File: config.mk
export PLATFORM = sky130hd
export DESIGN_NAME = t1_link_responder
export DESIGN_NICKNAME = d
export VERILOG_FILES = /design/src/rtl/t1r_pkg.sv /design/src/rtl/t1r_classify.sv /design/src/rtl/t1r_link_state.sv /design/src/rtl/t1r_reply_tx.sv /design/src/rtl/t1_link_responder.sv
export SDC_FILE = /design/constraint.sdc
export NUM_CORES = 1
export LEC_CHECK = 0
export BUFFER_PORTS_ARGS = -buffer_cell sky130_fd_sc_hd__buf_2
export CAP_MARGIN = 10
export CELL_PAD_IN_SITES_DETAIL_PLACEMENT = 1
export CELL_PAD_IN_SITES_GLOBAL_PLACEMENT = 2
export CORE_MARGIN = 4
export CORE_UTILIZATION = 30
export CTS_BUF_LIST = sky130_fd_sc_hd__clkbuf_4 sky130_fd_sc_hd__clkbuf_8
export DETAILED_ROUTE_END_ITERATION = 12
export GPL_ROUTABILITY_DRIVEN = 0
export PLACE_DENSITY = 0.77
export SLEW_MARGIN = 20
export SYNTH_ARGS = -nofsm -noshare
export SYNTH_HDL_FRONTEND = slang
export SYNTH_SLANG_ARGS = --single-unit
File: constraint.sdc
create_clock -name clk -period 2.2 [get_ports clk]
set_clock_uncertainty 0.05 [all_clocks]
set_input_delay 0.11 -clock clk [delete_from_list [all_inputs] [get_ports clk]]
set_output_delay 0.11 -clock clk [all_outputs]
set_load 0.05 [all_outputs]
File: src/rtl/t1r_pkg.sv
package t1r_pkg;

  typedef enum logic [1:0] {
    SREQ_RESYNC = 2'b00,
    SREQ_SIZE   = 2'b01,
    SREQ_ABORT  = 2'b10,
    SREQ_WAIT   = 2'b11
  } sreq_e;

  typedef struct packed {
    logic       reply;
    logic [7:0] pcb;
    logic       has_data;
    logic       app;
    logic       set_ifs;
    logic       set_wtx;
    logic       resync;
    logic       open_chain;
    logic       close_chain;
    logic       upd_seq;
    logic       seq;
  } act_t;

  function automatic logic [7:0] swap_nibbles(input logic [7:0] b);
    return {b[3:0], b[7:4]};
  endfunction

  function automatic logic [7:0] lrc_step(input logic [7:0] acc, input logic [7:0] b);
    return acc ^ b;
  endfunction

  // Turn one received control byte into a reply descriptor and state actions.
  function automatic act_t decode_frame(input logic [7:0] pcb, input logic bad);
    act_t  a;
    logic  is_info;
    sreq_e kind;
    a       = '0;
    is_info = ~pcb[7];
    kind    = sreq_e'(pcb[1:0]);
    if (bad) begin
      a.reply = 1'b1;
      a.pcb   = {3'b100, is_info & pcb[6], 4'b0001};
    end else if (is_info) begin
      a.upd_seq = 1'b1;
      a.seq     = pcb[6];
      if (pcb[5]) begin
        a.reply      = 1'b1;
        a.pcb        = {3'b100, pcb[6], 4'b0000};
        a.open_chain = 1'b1;
      end else begin
        a.app         = 1'b1;
        a.close_chain = 1'b1;
      end
    end else if (pcb[7:5] == 3'b110) begin
      a.reply = 1'b1;
      a.pcb   = pcb | 8'h20;
      unique case (kind)
        SREQ_RESYNC: a.resync = 1'b1;
        SREQ_SIZE: begin
          a.set_ifs  = 1'b1;
          a.has_data = 1'b1;
        end
        SREQ_ABORT: a.close_chain = 1'b1;
        SREQ_WAIT: begin
          a.set_wtx  = 1'b1;
          a.has_data = 1'b1;
        end
      endcase
    end
    return a;
  endfunction

endpackage

File: src/rtl/t1r_classify.sv
module t1r_classify
  import t1r_pkg::*;
(
  input  logic [7:0] pcb,
  input  logic       bad,
  output act_t       act
);

  always_comb begin
    act = decode_frame(pcb, bad);
  end

endmodule

File: src/rtl/t1r_link_state.sv
module t1r_link_state
  import t1r_pkg::*;
#(
  parameter logic [7:0] IFS_DEFAULT = 8'h20,
  parameter logic [7:0] WTX_DEFAULT = 8'h01
) (
  input  logic       clk,
  input  logic       rst_n,
  input  logic       accept,
  input  act_t       act,
  input  logic [7:0] data,
  output logic [7:0] ifs_cur,
  output logic [7:0] wtx_cur,
  output logic       chain_open,
  output logic       seq_last,
  output logic       app_req
);

  always_ff @(posedge clk) begin
    if (!rst_n) begin
      ifs_cur    <= IFS_DEFAULT;
      wtx_cur    <= WTX_DEFAULT;
      chain_open <= 1'b0;
      seq_last   <= 1'b0;
      app_req    <= 1'b0;
    end else begin
      app_req <= accept & act.app;
      if (accept) begin
        if (act.resync) begin
          ifs_cur    <= IFS_DEFAULT;
          wtx_cur    <= WTX_DEFAULT;
          chain_open <= 1'b0;
          seq_last   <= 1'b0;
        end
        if (act.set_ifs)     ifs_cur    <= data;
        if (act.set_wtx)     wtx_cur    <= data;
        if (act.open_chain)  chain_open <= 1'b1;
        if (act.close_chain) chain_open <= 1'b0;
        if (act.upd_seq)     seq_last   <= act.seq;
      end
    end
  end

  AST_RESYNC_DEFAULT: assert property (@(posedge clk) disable iff (!rst_n)
    accept && act.resync |=> ifs_cur == IFS_DEFAULT && !chain_open && !seq_last);
  AST_APP_CLOSES: assert property (@(posedge clk) disable iff (!rst_n)
    app_req |-> !chain_open);
  AST_IGNORED_HOLD: assert property (@(posedge clk) disable iff (!rst_n)
    accept && !act.reply && !act.app |=> $stable(ifs_cur) && $stable(wtx_cur) && $stable(chain_open));

endmodule

File: src/rtl/t1r_reply_tx.sv
module t1r_reply_tx
  import t1r_pkg::*;
#(
  parameter int GUARD_W = 16
) (
  input  logic               clk,
  input  logic               rst_n,
  input  logic [GUARD_W-1:0] guard_cycles,
  input  logic               start,
  input  logic [7:0]         nad,
  input  logic [7:0]         pcb,
  input  logic               has_data,
  input  logic [7:0]         data,
  output logic               busy,
  output logic               out_valid,
  input  logic               out_ready,
  output logic [7:0]         out_data,
  output logic               out_last
);

  localparam int HDR_N = 4;
  localparam int IDX_W = $clog2(HDR_N + 1);

  typedef enum logic [1:0] {TX_IDLE, TX_GUARD, TX_SEND} tx_st_e;

  tx_st_e                 st;
  logic [GUARD_W-1:0]     wait_cnt;
  logic [GUARD_W-1:0]     guard_q;
  logic [GUARD_W:0]       elapsed;
  logic [HDR_N-1:0][7:0]  hdr;
  logic [IDX_W-1:0]       idx;
  logic [IDX_W-1:0]       nbody;
  logic [7:0]             chk;
  logic                   beat;
  logic                   first_beat;

  assign busy       = (st != TX_IDLE);
  assign out_valid  = (st == TX_SEND);
  assign out_last   = (idx == nbody);
  assign out_data   = out_last ? chk : hdr[idx[1:0]];
  assign beat       = out_valid & out_ready;
  assign first_beat = out_valid & (idx == '0);

  always_ff @(posedge clk) begin
    if (!rst_n) begin
      st       <= TX_IDLE;
      wait_cnt <= '0;
      guard_q  <= '0;
      elapsed  <= '0;
      hdr      <= '0;
      idx      <= '0;
      nbody    <= '0;
      chk      <= '0;
    end else begin
      unique case (st)
        TX_IDLE: begin
          if (start) begin
            hdr[0]   <= swap_nibbles(nad);
            hdr[1]   <= pcb;
            hdr[2]   <= {7'd0, has_data};
            hdr[3]   <= data;
            nbody    <= has_data ? IDX_W'(4) : IDX_W'(3);
            idx      <= '0;
            chk      <= '0;
            wait_cnt <= guard_cycles;
            guard_q  <= guard_cycles;
            elapsed  <= '0;
            st       <= TX_GUARD;
          end
        end
        TX_GUARD: begin
          if (elapsed != '1) elapsed <= elapsed + 1'b1;
          if (wait_cnt == '0) st <= TX_SEND;
          else                wait_cnt <= wait_cnt - 1'b1;
        end
        TX_SEND: begin
          if (beat) begin
            if (out_last) begin
              st <= TX_IDLE;
            end else begin
              chk <= lrc_step(chk, hdr[idx[1:0]]);
              idx <= idx + 1'b1;
            end
          end
        end
        default: st <= TX_IDLE;
      endcase
    end
  end

  AST_HOLD_BYTE: assert property (@(posedge clk) disable iff (!rst_n)
    out_valid && !out_ready |=> out_valid && $stable(out_data));
  AST_GUARD_MET: assert property (@(posedge clk) disable iff (!rst_n)
    first_beat |-> elapsed > {1'b0, guard_q});
  AST_FRAME_END: assert property (@(posedge clk) disable iff (!rst_n)
    beat && out_last |=> !out_valid);

endmodule

File: src/rtl/t1_link_responder.sv
module t1_link_responder
  import t1r_pkg::*;
#(
  parameter int         GUARD_W     = 16,
  parameter logic [7:0] IFS_DEFAULT = 8'h20,
  parameter logic [7:0] WTX_DEFAULT = 8'h01
) (
  input  logic               clk,
  input  logic               rst_n,
  input  logic [GUARD_W-1:0] guard_cycles,
  input  logic               in_valid,
  output logic               in_ready,
  input  logic [7:0]         in_nad,
  input  logic [7:0]         in_pcb,
  input  logic [7:0]         in_data,
  input  logic               in_bad,
  output logic               out_valid,
  input  logic               out_ready,
  output logic [7:0]         out_data,
  output logic               out_last,
  output logic               app_req,
  output logic [7:0]         ifs_cur,
  output logic [7:0]         wtx_cur,
  output logic               chain_open,
  output logic               seq_last
);

  act_t act;
  logic accept;
  logic tx_busy;
  logic tx_start;

  assign in_ready = ~tx_busy;
  assign accept   = in_valid & in_ready;
  assign tx_start = accept & act.reply;

  t1r_classify u_classify (
    .pcb (in_pcb),
    .bad (in_bad),
    .act (act)
  );

  t1r_link_state #(
    .IFS_DEFAULT (IFS_DEFAULT),
    .WTX_DEFAULT (WTX_DEFAULT)
  ) u_state (
    .clk        (clk),
    .rst_n      (rst_n),
    .accept     (accept),
    .act        (act),
    .data       (in_data),
    .ifs_cur    (ifs_cur),
    .wtx_cur    (wtx_cur),
    .chain_open (chain_open),
    .seq_last   (seq_last),
    .app_req    (app_req)
  );

  t1r_reply_tx #(
    .GUARD_W (GUARD_W)
  ) u_tx (
    .clk          (clk),
    .rst_n        (rst_n),
    .guard_cycles (guard_cycles),
    .start        (tx_start),
    .nad          (in_nad),
    .pcb          (act.pcb),
    .has_data     (act.has_data),
    .data         (in_data),
    .busy         (tx_busy),
    .out_valid    (out_valid),
    .out_ready    (out_ready),
    .out_data     (out_data),
    .out_last     (out_last)
  );

  AST_BUSY_BLOCKS: assert property (@(posedge clk) disable iff (!rst_n)
    out_valid |-> !in_ready);
  AST_NO_REPLY_IDLE: assert property (@(posedge clk) disable iff (!rst_n)
    accept && !act.reply |=> in_ready && !out_valid);

endmodule

Word level (Yosys, flattened, before mapping)
Index checks and enable logic that the tools add are counted.
- output and inout port bits: 30
- input port bits: 45
- memories kept: 0
- bits in latches: 0
- bits in read-only memories: 0
- RAM bits: 0
- flip-flop bits (word level): 76
- word-level logic and storage cells: 105
- add/subtract/negate cells: 2
- bitwise operators: 8
- reductions and logical operators: 19
- eq/ne operators: 13
- multiplexer cells: 48
- shifts and indexed selects: 0
- $lt $le $gt $ge: 1
- divide/modulo/power cells: 0
- $mul: 0
- operators by type and width (kind ; number):
    $mux W8 ; 9
    $mux W9 ; 4
    $mux W16 ; 2
    $pmux W16 S2 ; 1
    $mux W3 ; 6
    $bmux W8 S2 ; 1
    $logic_not A16 Y1 ; 1
    $mux W1 ; 16
    $pmux W8 S2 ; 1
    $sub A16 B1 Y16 const B ; 1
    $reduce_bool A2 Y1 ; 6
    $mux W10 ; 1
    $mux W2 ; 5
    $ne A2 B2 Y1 const B ; 5
    $reduce_and A2 Y1 ; 5
    $reduce_and A4 Y1 ; 2
    $xor A8 B8 Y8 ; 1
    $eq A2 B2 Y1 const B ; 3
    $pmux W2 S3 ; 1
    $pmux W3 S2 ; 1
    $and A1 B1 Y1 ; 5
    $eq A2 B1 Y1 const B ; 2
    $logic_not A2 Y1 ; 2
    $add A3 B1 Y3 const B ; 1
    8 further kinds ; 9

Longest topological paths before layout
- word-level depth: 9
- depth in mapped cells: 8
- depth with buffers taken out: 7

By module
From an unflattened synthesis, not the netlist that was laid out.
- cells, all modules: 475
- area total of the unflattened synthesis: 3791.1 um^2
- by module, submodules not included (module ; seq. area each (um^2) ; cells an instance ; instances ; area an instance (um^2)):
    t1r_reply_tx ; 1101.1 ; 365 ; 1 ; 2801.4
    t1r_link_state ; 380.4 ; 77 ; 1 ; 724.4
    t1r_classify ; 0.0 ; 30 ; 1 ; 246.5
    t1_link_responder ; 0.0 ; 3 ; 1 ; 18.8

Worst setup path after synthesis
Ideal clock, no wire load.
- kind: flip-flop to flip-flop
- start point: reg u_tx.st[0]
- end point: reg u_tx.nbody[1]
- clock period less this slack: 2156 ps
- path slack: 44 ps
- setup time: 91 ps
- data arrival time: 2016 ps
- buffers on the path: 2
- required time: 2059 ps
- cell stages (with the launch flop): 7
- path through: dfxtp_1 -> buf_6 -> nor2_1 -> and3_1 -> clkbuf_1 -> nor2_1 -> a311oi_1
- word-level cells in the longest chain between the ends: 5
- elaborated cells on any way between the ends: 6
- those cells by class: bitwise (3); reduce/logical (3)
- ends and longest elaborated chain (element ; RTL line ; RTL):
    start: declaration ; t1r_reply_tx.sv:26 ; tx_st_e st;
    start signal: assignment ; t1r_reply_tx.sv:46 ; st <= TX_IDLE;
    start signal: assignment ; t1r_reply_tx.sv:68 ; st <= TX_GUARD;
    start signal: assignment ; t1r_reply_tx.sv:73 ; if (wait_cnt == '0) st <= TX_SEND;
    $reduce_bool A2 Y1 ; t1r_reply_tx.sv:37 ; assign busy = (st != TX_IDLE);
    $not A1 Y1 ; t1_link_responder.sv:33 ; assign in_ready = ~tx_busy;
    via in_ready ; t1_link_responder.sv:12 ; output logic in_ready,
    $and A1 B1 Y1 ; t1_link_responder.sv:34 ; assign accept = in_valid & in_ready;
    $and A1 B1 Y1 ; t1_link_responder.sv:35 ; assign tx_start = accept & act.reply;
    $reduce_and A2 Y1 (no source line) ; n/a ;
    end signal: assignment ; t1r_reply_tx.sv:62 ; nbody <= has_data ? IDX_W'(4) : IDX_W'(3);
    end: declaration ; t1r_reply_tx.sv:32 ; logic [IDX_W-1:0] nbody;
The timed path passes the listed nets, and every way through them passes these cells.
A chain may end at the register's enable or synchronous reset.

Worst setup path after layout
- start point: reg u_tx.wait_cnt[0]
- end point: reg u_tx.wait_cnt[8]
- word-level cells in the longest chain between the ends: 3
- elaborated cells on any way between the ends: 6
- those cells by class: add/sub (1); eq/ne (1); mux (2); reduce/logical (2)
- ends and longest elaborated chain (element ; RTL line ; RTL):
    start: declaration ; t1r_reply_tx.sv:27 ; logic [GUARD_W-1:0] wait_cnt;
    start signal: assignment ; t1r_reply_tx.sv:65 ; wait_cnt <= guard_cycles;
    start signal: assignment ; t1r_reply_tx.sv:74 ; else wait_cnt <= wait_cnt - 1'b1;
    $sub A16 B1 Y16 or $logic_not A16 Y1 (tied branches) ; t1r_reply_tx.sv:74, t1r_reply_tx.sv:73 ;
    $mux W16 or $ne A2 B2 Y1 (tied branches) ; n/a ;
    $pmux W16 S2 or $reduce_and A3 Y1 (tied branches) ; n/a ;
Several ways; a longest one is shown, not always the timed one. The select of a mux whose other input is x is not followed.

==> impl_metrics.env <==
export IMPL_p_sw_mw=1.091
export IMPL_ctsHtreeMaxLevel=3
export IMPL_synth_compound_area_share=0.2214
export IMPL_syn_avg_cell_area_um2=8.308
export IMPL_ys_types=57
export IMPL_fin_nets=587
export IMPL_grt_usage=0.1672
export IMPL_initial_core_util=0.3119
export IMPL_p_clk_frac=0.306
export IMPL_first_global_vias=3737
export IMPL_ys_seq_area_frac=0.4090
export IMPL_min_to="u_state.app_req"
export IMPL_worstPathRequired_ps=2400
export IMPL_synth_edf_count=0
export IMPL_maxCapViolations=0
export IMPL_fmax_mhz=468.8
export IMPL_synth_xor_area_frac=0.02660
export IMPL_cts_buffers_inserted=9
export IMPL_finalCritPeriodShare=0.9696
export IMPL_synthCells=436
export IMPL_post_drt_wl_per_cell_um=16.79
export IMPL_r2r_cells=8
export IMPL_num_rows=39
export IMPL_setup_viol=0
export IMPL_clockBufferDepth=2
export IMPL_syn2layout_area_growth_pct=28.91
export IMPL_cts_tree="built"
export IMPL_vias=3591
export IMPL_worstPathMaxFanout=4
export IMPL_ys_seq_elements=74
export IMPL_ys_flop_type="dfxtp_1"
export IMPL_ant_nets=0
export IMPL_start_kind="flop"
export IMPL_vdd_drop_max_mv=0.2522
export IMPL_first_pass_iters=4
export IMPL_drc=0
export IMPL_io_buffers=74
export IMPL_path_clk_slew_ps=80
export IMPL_pin_count=75
export IMPL_outcome="completed"
export IMPL_grt_pass1_wl_um=19070
export IMPL_fin_crit_ps=2133
export IMPL_async_flop_share=0
export IMPL_yosys_area_share_simple=0.2363
export IMPL_switching_share=0.3366
export IMPL_insertion_delay_ps=350
export IMPL_combPwrFrac=0.244
export IMPL_intPower_mw=2.149
export IMPL_reg2reg_from="u_tx.wait_cnt[0]"
export IMPL_synthesis_area_um2=3622
export IMPL_wirelength_um=11550
export IMPL_hold_viol=0
export IMPL_setup_worst_path_end_class="flop"
export IMPL_drtIter0Drc=143
export IMPL_whs_path_depth=2
export IMPL_synth_mux_area_frac=0.05250
export IMPL_hp_class="primary input to flop"
export IMPL_gr_total_overflow=0
export IMPL_powerDensity_nw_per_um2=693.9
export IMPL_synth_adder_area_share=0.006908
export IMPL_antenna_found_initial=0
export IMPL_syn_nets=483
export IMPL_synth_top_family_by_area="simple AND/OR/NAND/NOR gates"
export IMPL_drive_above_1_share=0.2771
export IMPL_min_from="in_pcb[7]"
export IMPL_grt_max_degree=40
export IMPL_fin_area_um2=4669
export IMPL_rsz0062_at_grt="no"
export IMPL_ys_warn_count=0
export IMPL_final_max_slew_viol_count=0
export IMPL_fillerInstances=1411
export IMPL_timing_max_slew_rel_slack=0.6479
export IMPL_dpl_hpwl_um=8319
export IMPL_dieArea_um2=13900
export IMPL_cp_arrival_ps=2330
export IMPL_antenna_cells=0
export IMPL_cts_sinks=74
export IMPL_dpl_cell_area_um2=4262
export IMPL_pwr_share_seq=0.450
export IMPL_totalPowerFinal_mw=3.240
export IMPL_r2r_end="u_tx.wait_cnt[8]"
export IMPL_viasPerCell=5.219
export IMPL_p_leak_nw=1.917
export IMPL_die_x_um=117.9
export IMPL_die_h_um=117.9
export IMPL_worst_pin_slew_ps=523.4
export IMPL_rrSetupSlack_ps=70
export IMPL_root_buffer="clkbuf_8"
export IMPL_critPathLaunch="u_tx.wait_cnt[0]"
export IMPL_critPathKind="flop to flop"
export IMPL_core_area_um2=11610
==> critical path: stages (launching register included) <==
cell,delay [ps]
dfxtp_1,330
inv_1,90
ha_1,170
or3b_2,500
nor3_4,220
a32o_2,280
buf_4,140
a211oi_1,40
a31o_2,210
==> metrics by stage <==
step | TNS [ps] | utilization | cells | worst slack, ps | hold WS [ps]
after floorplan | 0 | - | 436 | 43.54 | 138.0
after global placement | 0 | 0.3669 | 650 | 41.37 | 273.2
after detailed placement | -103.4 | 0.3669 | 650 | -74.34 | 308.8
after CTS | 0 | 0.4011 | 687 | 58.40 | 16.66
after global routing | 0 | 0.4021 | 688 | 4.203 | 41.93
final | 0 | 0.4021 | 688 | 66.86 | 19.03
==> layer usage <==
metal / share of wire / track usage / vias to the layer above
met2: 0.46 / 0.2742 / 68
met4: 0.013 / 0.05348 / 0
met5: 0 / 0 / -
met3: 0.041 / 0.02643 / 13
li1: - / - / 1768
met1: 0.48 / 0.2249 / 1742
==> cell families (layout without fill, tap and decap cells) <==
logic type                 Yosys count  in the layout
AOI/OAI and AO/OA                  121            121
xor gates and xnor gates            11             11
adders and majority gates            2              2
buffers and inverters               38            147
DFF                                 74             74
muxes                               16             16
and+or+nand+nor                    174            174
==> cell type report <==
class                      instances  area [um2]  area share
multi-input combinational        324        1983      0.4247
sequential                        74        1484      0.3178
timing repair buffer             124       820.8      0.1758
inverter                           7       26.28    0.005627
clock inverter                     7       52.55     0.01125
clock buffer                       9       123.9     0.02653
tap                              143       178.9     0.03832
==> how the worst max path moves through the flow <==
stage / end / slack [ps] / depth (start not counted)
final: u_tx.wait_cnt[8] / 70 / 8
after global routing: u_tx.wait_cnt[8] / 4 / 8
after CTS: out_data[4] / 60 / 5
after detailed placement: u_tx.wait_cnt[0] / -70 / 7
after global placement: u_tx.wait_cnt[0] / 40 / 7
after floorplan: u_tx.nbody[1] / 40 / 6
==> flip-flops by register name (all words and copies together), names as in the netlist <==
| register | cells |
|---|---|
| u_tx.hdr | 25 |
| u_tx.wait_cnt | 16 |
| u_state.ifs_cur | 8 |
| u_state.wtx_cur | 8 |
| u_tx.chk | 8 |
| u_tx.idx | 3 |
| u_tx.st | 2 |
| u_state.app_req | 1 |
| u_state.chain_open | 1 |
| u_state.seq_last | 1 |
| u_tx.nbody | 1 |
==> cells in the final DEF (no fill, tap or decap), types with 11 or more instances in the layout <==
cell / instances
dfxtp_1: 72
mux2_2: 14
nand4_1: 11
buf_4: 28
a21oi_1: 41
a22o_1: 13
buf_2: 74
dlygate4sd3_1: 20
nand2_1: 68
nor2_1: 38
o21ai_0: 19
nand3_1: 13
==> cells in the mapped netlist (all sizes together) (2+ instances only) <==
| library cell | instances | area share |
|---|---|---|
| dfxtp | 74 | 0.41 |
| or3b | 2 | 0.0048 |
| xnor2 | 2 | 0.0048 |
| and3 | 3 | 0.0052 |
| o21a | 2 | 0.0041 |
| a22oi | 7 | 0.015 |
| o31ai | 4 | 0.0083 |
| a22o | 13 | 0.031 |
| nor4 | 3 | 0.0052 |
| nor2b | 9 | 0.016 |
| mux2 | 14 | 0.044 |
| o311ai | 3 | 0.0073 |
| nand4 | 11 | 0.019 |
| a21boi | 8 | 0.017 |
| a21o | 2 | 0.0041 |
| nor2 | 39 | 0.040 |
| nand3 | 13 | 0.018 |
| xor2 | 9 | 0.022 |
| clkbuf | 23 | 0.024 |
| inv | 6 | 0.0062 |
| o31a | 2 | 0.0048 |
| or3 | 5 | 0.011 |
| nand2 | 68 | 0.070 |
| a31o | 2 | 0.0048 |
| o21ai | 22 | 0.030 |
| buf | 8 | 0.016 |
| nor3b | 2 | 0.0055 |
| o211ai | 4 | 0.0083 |
| nor3 | 11 | 0.021 |
| a21oi | 41 | 0.057 |
| o32ai | 2 | 0.0048 |
| a211oi | 3 | 0.0062 |
| ha | 2 | 0.0069 |
==> timing repair <==
item | 4_1_cts | 5_1_grt
hold buffers | 20 | 0
setup buffers | 1 | 1
endpoints found under the hold margin | 28 | 0
cloned | 0 | 0
pin swaps | 2 | 2
endpoints found under the setup margin | 13 | 17
gates resized for setup | 2 | 3
==> power by group through the flow <==
stage / logic, mW / registers [mW] / clock network, mW
6_report: 0.790 / 1.46 / 0.991
5_1_grt: 0.870 / 1.47 / 1.08
4_1_cts: 0.789 / 1.46 / 1.03
3_5_place_dp: 0.748 / 1.49 / 0
3_3_place_gp: 0.732 / 1.48 / 0
2_1_floorplan: 0.466 / 1.48 / 0
(Power assumes the default switching activity.)
